**config.mk**
```make
export PLATFORM = sky130hd
export DESIGN_NAME = fp_station_pool
export DESIGN_NICKNAME = d
export VERILOG_FILES = /design/src/rtl/fp_station_pool.sv
export SDC_FILE = /design/constraint.sdc
export NUM_CORES = 1
export LEC_CHECK = 0
export ABC_AREA = 1
export BUFFER_PORTS_ARGS = -buffer_cell sky130_fd_sc_hd__buf_2
export CAP_MARGIN = 30
export CORE_MARGIN = 3
export CORE_UTILIZATION = 50
export DETAILED_ROUTE_END_ITERATION = 8
export GPL_ROUTABILITY_DRIVEN = 0
export PLACE_DENSITY = 0.79
export SLEW_MARGIN = 20
export SYNTH_ARGS = -nofsm -noshare
export SYNTH_HDL_FRONTEND = slang
export SYNTH_SLANG_ARGS = --single-unit
```
**constraint.sdc**
```tcl
create_clock -name clk -period 5.6 [get_ports clk]
set_input_delay 0.28 -clock clk [delete_from_list [all_inputs] [get_ports clk]]
set_output_delay 0.28 -clock clk [all_outputs]
set_load 0.02 [all_outputs]
```
**src/rtl/fp_station_pool.sv**
```systemverilog
module fp_station_pool #(
  parameter int DATA_W = 32,
  parameter int TAG_W  = 4,
  parameter int OP_W   = 2,
  parameter int IMM_W  = 16,
  parameter int N_ADD  = 3,
  parameter int N_MUL  = 2
) (
  input  logic              clk,
  input  logic              rst_n,
  input  logic              iss_valid,
  input  logic              iss_mul,
  input  logic [OP_W-1:0]   iss_op,
  input  logic [TAG_W-1:0]  iss_qj,
  input  logic [DATA_W-1:0] iss_vj,
  input  logic [TAG_W-1:0]  iss_qk,
  input  logic [DATA_W-1:0] iss_vk,
  input  logic [IMM_W-1:0]  iss_imm,
  output logic              add_room,
  output logic              mul_room,
  output logic [TAG_W-1:0]  iss_tag,
  input  logic              cdb_valid,
  input  logic [TAG_W-1:0]  cdb_tag,
  input  logic [DATA_W-1:0] cdb_value,
  input  logic              add_unit_ready,
  output logic              add_go,
  output logic [TAG_W-1:0]  add_go_tag,
  output logic [OP_W-1:0]   add_go_op,
  output logic [DATA_W-1:0] add_go_a,
  output logic [DATA_W-1:0] add_go_b,
  output logic [IMM_W-1:0]  add_go_imm,
  input  logic              mul_unit_ready,
  output logic              mul_go,
  output logic [TAG_W-1:0]  mul_go_tag,
  output logic [OP_W-1:0]   mul_go_op,
  output logic [DATA_W-1:0] mul_go_a,
  output logic [DATA_W-1:0] mul_go_b,
  output logic [IMM_W-1:0]  mul_go_imm
);
  localparam int N_ST = N_ADD + N_MUL;
  localparam int IW   = $clog2(N_ST + 1);

  logic              busy  [N_ST];
  logic              sent  [N_ST];
  logic [OP_W-1:0]   op_q  [N_ST];
  logic [TAG_W-1:0]  qj    [N_ST];
  logic [TAG_W-1:0]  qk    [N_ST];
  logic [DATA_W-1:0] vj    [N_ST];
  logic [DATA_W-1:0] vk    [N_ST];
  logic [IMM_W-1:0]  imm_q [N_ST];
  logic              rdy   [N_ST];

  logic [IW-1:0] add_pick, mul_pick, add_sel, mul_sel, widx;
  logic          we, add_fire, mul_fire, cdb_frees_add;

  always_comb begin
    add_room = 1'b0; add_pick = '0; add_go = 1'b0; add_sel = '0;
    for (int i = N_ADD - 1; i >= 0; i--) begin
      if (!busy[i]) begin add_room = 1'b1; add_pick = IW'(i); end
      if (rdy[i])   begin add_go   = 1'b1; add_sel  = IW'(i); end
    end
    mul_room = 1'b0; mul_pick = '0; mul_go = 1'b0; mul_sel = '0;
    for (int i = N_ST - 1; i >= N_ADD; i--) begin
      if (!busy[i]) begin mul_room = 1'b1; mul_pick = IW'(i); end
      if (rdy[i])   begin mul_go   = 1'b1; mul_sel  = IW'(i); end
    end
    cdb_frees_add = 1'b0;
    for (int i = 0; i < N_ADD; i++)
      if (busy[i] && cdb_valid && cdb_tag == TAG_W'(i + 1)) cdb_frees_add = 1'b1;
  end

  assign we       = iss_valid && (iss_mul ? mul_room : add_room);
  assign widx     = iss_mul ? mul_pick : add_pick;
  assign iss_tag  = we ? TAG_W'(widx) + TAG_W'(1) : '0;
  assign add_fire = add_go && add_unit_ready;
  assign mul_fire = mul_go && mul_unit_ready;

  assign add_go_tag = TAG_W'(add_sel) + TAG_W'(1);
  assign add_go_op  = op_q[add_sel];
  assign add_go_a   = vj[add_sel];
  assign add_go_b   = vk[add_sel];
  assign add_go_imm = imm_q[add_sel];
  assign mul_go_tag = TAG_W'(mul_sel) + TAG_W'(1);
  assign mul_go_op  = op_q[mul_sel];
  assign mul_go_a   = vj[mul_sel];
  assign mul_go_b   = vk[mul_sel];
  assign mul_go_imm = imm_q[mul_sel];

  for (genvar s = 0; s < N_ST; s++) begin : g_st
    localparam logic [TAG_W-1:0] MY_TAG = TAG_W'(s + 1);
    logic fired;
    assign rdy[s] = busy[s] && !sent[s] && qj[s] == '0 && qk[s] == '0;
    assign fired  = (s < N_ADD) ? (add_fire && add_sel == IW'(s))
                                : (mul_fire && mul_sel == IW'(s));

    always_ff @(posedge clk or negedge rst_n) begin
      if (!rst_n) begin
        busy[s] <= 1'b0; sent[s] <= 1'b0; op_q[s] <= '0; imm_q[s] <= '0;
        qj[s] <= '0; qk[s] <= '0; vj[s] <= '0; vk[s] <= '0;
      end else if (we && widx == IW'(s)) begin
        busy[s]  <= 1'b1;
        sent[s]  <= 1'b0;
        op_q[s]  <= iss_op;
        imm_q[s] <= iss_imm;
        if (iss_qj == '0) begin
          qj[s] <= '0; vj[s] <= iss_vj;
        end else if (cdb_valid && cdb_tag == iss_qj) begin
          qj[s] <= '0; vj[s] <= cdb_value;
        end else begin
          qj[s] <= iss_qj; vj[s] <= '0;
        end
        if (iss_qk == '0) begin
          qk[s] <= '0; vk[s] <= iss_vk;
        end else if (cdb_valid && cdb_tag == iss_qk) begin
          qk[s] <= '0; vk[s] <= cdb_value;
        end else begin
          qk[s] <= iss_qk; vk[s] <= '0;
        end
      end else if (busy[s]) begin
        if (cdb_valid && cdb_tag == MY_TAG) begin
          busy[s] <= 1'b0;
          sent[s] <= 1'b0;
        end else begin
          if (fired) sent[s] <= 1'b1;
          if (cdb_valid && qj[s] != '0 && cdb_tag == qj[s]) begin
            qj[s] <= '0; vj[s] <= cdb_value;
          end
          if (cdb_valid && qk[s] != '0 && cdb_tag == qk[s]) begin
            qk[s] <= '0; vk[s] <= cdb_value;
          end
        end
      end
    end
  end

  assert_issue_tag_R2: assert property (@(posedge clk) disable iff (!rst_n)
    (iss_valid && !iss_mul && add_room) |-> (iss_tag >= 1 && iss_tag <= N_ADD));

  assert_full_stays_R3: assert property (@(posedge clk) disable iff (!rst_n)
    (!add_room && !cdb_valid) |=> !add_room);

  assert_free_on_own_tag_R8: assert property (@(posedge clk) disable iff (!rst_n)
    cdb_frees_add |=> add_room);

  assert_add_once_R7: assert property (@(posedge clk) disable iff (!rst_n)
    add_fire |=> !(add_go && add_go_tag == $past(add_go_tag)));

  assert_mul_once_R7: assert property (@(posedge clk) disable iff (!rst_n)
    mul_fire |=> !(mul_go && mul_go_tag == $past(mul_go_tag)));

  assert_mul_tag_range_R9: assert property (@(posedge clk) disable iff (!rst_n)
    mul_go |-> (mul_go_tag > N_ADD && mul_go_tag <= N_ST));
endmodule

```
==> impl_results.md <==
* Run status: finished, final reports clean
* Cell Rows at 84
* DR vias/cell at 6.170
* Most frequent cells in the layout: nand2_1 (1577), nand3_1 (1065), dfrtp_1 (460)
* PD cells at 497.7 mW/mm^2
* Drt first-iter violations at 4847
* P&R area growth vs syn at 12.84%
* GRT overflow at 0
* # nets final at 4318
* Slew Viols, Final at 0
* Total Routed Length at between 100 and 150 mm
* Combinational family with the most area after synthesis: simple AND/OR/NAND/NOR gates
* Final core utilization at 0.5778
* Worst Hold Class: in -> reg
* Part of the Yosys area used for sequential elements at 0.4219
* Antenna-violating nets left at 0
* # IOs at 313
* Vias in the first global route at approximately 28000
* DP Area at 0.02882 sq mm
* Post-Syn Area at around 0.027 sq mm
* Skew-Pair Late Insertion Delay at 620 ps
* Post-Synth Simple-Gate Area at 0.4485
* Internal reg-to-reg setup slack at roughly 2000 ps
* Final setup vio count at 0
* Pleak at roughly 16 nW
* Timing-limited maximum frequency at 245.5 MHz
* Parity-gate share of the synthesized area counting xor and xnor cells at 0.001926
* Cell count after placement at 4799
* Worst Tran Pin Value at 1061 ps
* Clock input transition at the sequential cells of the worst setup and hold paths at 60 ps
* Detailed-placement wirelength estimate at 66.59 mm
* Number of remaining DRC errors at 0
* Commonest non-fill, non-tap cell in the layout: nand2_1
* RSZ-0062 raised after global routing: no
* Post-Synthesis Mean Instance Area at 6.729 sq um
* Slew Limit Headroom at 0.2927
* Drt wl/cell at 21.91 microns
* Synthesized instance count at 4055
* Most common cell type on the critical path: nand2_1
* Total non-filler cell area in the finished layout at 0.03079 sq mm
* Number of standard cells in the layout, taps in and fillers out at 4910
* Largest driver fanout on the critical path at 65
* Kind of end point of the critical path: primary output
* Maximum Capacitance Violations at 0
* Overall via count from detail_route at 30300
* Slowest cell delay on critical path at 750 ps
* Initial core utilization at 0.5121
* Final-report hold violation count at 0
* GRT Overall Usage at 0.3663
* Critical-path cell list: inv_2 > nor2_4 > inv_2 > nor2_1 > nand2_4 > buf_4 > nand2_4 > buf_12 > nand2_1 > nand2_1 > nand2_1 > nand2_1 > buf_2
* Buffers & Inverters on Critical Path at 5
* Complex-gate fraction of the synthesized area at 0.04044
* Synth Area in Adders at 0.001834
* Die height at approximately 240 microns
* CTS Root Buffer Type: clkbuf_16
* Kind of cell adding the most delay to the critical path: buffers and inverters
* Core Box Area at 0.05329 sq mm
* Warning count from the yosys run at 0
* Post-Route Skew at ~30 ps
* CTS tree: yes
* Post-route fraction of the period consumed by the critical path at 0.7273
* Crit path max-delay cell type: buf_4
* Classification of the worst setup path: reg -> out
* Number of CTS-inserted buffers at 51
* Number of library cell types mapped by synthesis at 30
* Area enclosed by the die boundary at around 0.057 sq mm
* Fraction of final layout cells sized beyond drive strength 1 at 0.1195
* Number of iterations in the first detailed-routing pass at 7
* Worst-case clock buffer depth at 3
* Kind of start point of the critical path: flip-flop
* H-tree depth reported by CTS at 2
* Data arrival at the endpoint of the critical path at 3790 ps
* TritonCTS Sinks at 460
* Setup tns final at 0 ps
* Die X at 239.6 microns
* Input/output buffers at 307
* Min Tclk post-route at between 4000 and 5000 ps
* Data required, critical path at 5320 ps
* Antenna violations before repair at 7
* Proportion of synthesized area in mux cells at 0
* Wire length of the first global-routing pass at 163.3 mm
* Max VDD drop at 0.2375 mV
* Pin count of the biggest net entering global routing at roughly 130
* Synthesized flop and latch total at 460
what timing repair did:
item,4_1_cts,5_1_grt
endpoints found under the hold margin,149,0
buffers inserted,0,0
hold buffers,14,0
gates resized for setup,0,0
routing by layer:
layer,GRT usage,share of wire
met3,0.1003,0.14
met5,0,0.00012
met4,0.1895,0.052
met2,0.5590,0.44
met1,0.4784,0.37
synth_stat cells, drive strengths merged:
cell type     n  share of area
nand3      1066           0.20
nand3b        2        0.00055
clkbuf       71         0.0098
o31ai         2        0.00055
nor4          3         0.0011
a21oi        80          0.015
o21ai       135          0.025
buf         234          0.049
dfrtp       460           0.42
nand2      1594           0.22
ha            4         0.0018
xnor2         6         0.0019
o22ai         2        0.00046
and3          1        0.00023
inv         190          0.026
nor3          3        0.00055
conb          1        0.00014
nor2        193          0.028
nand4         8         0.0021
kinds of logic (layout without fill, tap and decap cells):
| kind of cell | count (synthesis) | count (layout) |
|---|---|---|
| compound gates | 219 | 219 |
| flops | 460 | 460 |
| other cells | 1 | 9 |
| fa+ha+maj | 4 | 4 |
| simple gates | 2870 | 2870 |
| buf+inv | 495 | 654 |
| xor+xnor | 6 | 6 |
cell type report:
class	instances	area, sq um
Clock inverter	18	236.5
Clock buffer	72	1515
Antenna cell	4	10.01
Fill cell	4965	22500
Multi-Input combinational cell	3104	13580
Timing Repair Buffer	374	2355
Tap cell	688	860.8
Inverter	190	719.4
Sequential cell	460	11510
power breakdown:
part           internal [mW]  switching, mW
Clock                   2.11           1.48
Combinational           1.93           4.43
Sequential              4.53          0.836
Total                   8.57           6.75
metrics by stage:
stage                     total power, mW  setup slack [ps]  hold slack (ps)
after global routing                16.14              1397            24.06
after CTS                           15.15              1649            1.971
after global placement              11.40              2131            452.3
final                               15.32              1527            9.711
after detailed placement            11.59              2119            461.8
after floorplan                     9.465              3730           -15.59
worst paths after layout:
check	start	to	cells past startpoint
min in group asynchronous	rst_n	imm_q[29]$_DFFE_PN0P_	2
worst min register to register	imm_q[1]$_DFFE_PN0N_	imm_q[1]$_DFFE_PN0N_	2
max in group asynchronous	rst_n	vk[83]$_DFFE_PN0P_	3
worst max-delay path	busy[4]$_DFF_PN0_	add_go_a[26]	13
worst max register to register	busy[1]$_DFF_PN0_	vj[26]$_DFFE_PN0P_	13
worst min-delay path	iss_imm[3]	imm_q[19]$_DFFE_PN0P_	3
worst register-to-register path, cell delays in order (launching register included):
cell	delay, ps
dfrtp_1	440
nor2_1	210
inv_1	80
o21ai_0	200
inv_1	130
ha_1	210
inv_1	70
nor2_1	70
nand2_4	460
clkinv_2	550
buf_4	500
nor2_1	390
nand2_1	90
nand3_1	130
flip-flops by register name, indices dropped and copies added, names as in the netlist:
signal	cells
vk	160
op_q	10
busy	5
imm_q	80
qk	20
qj	20
sent	5
vj	160
Note: power is estimated with default switching activity, not from simulation.
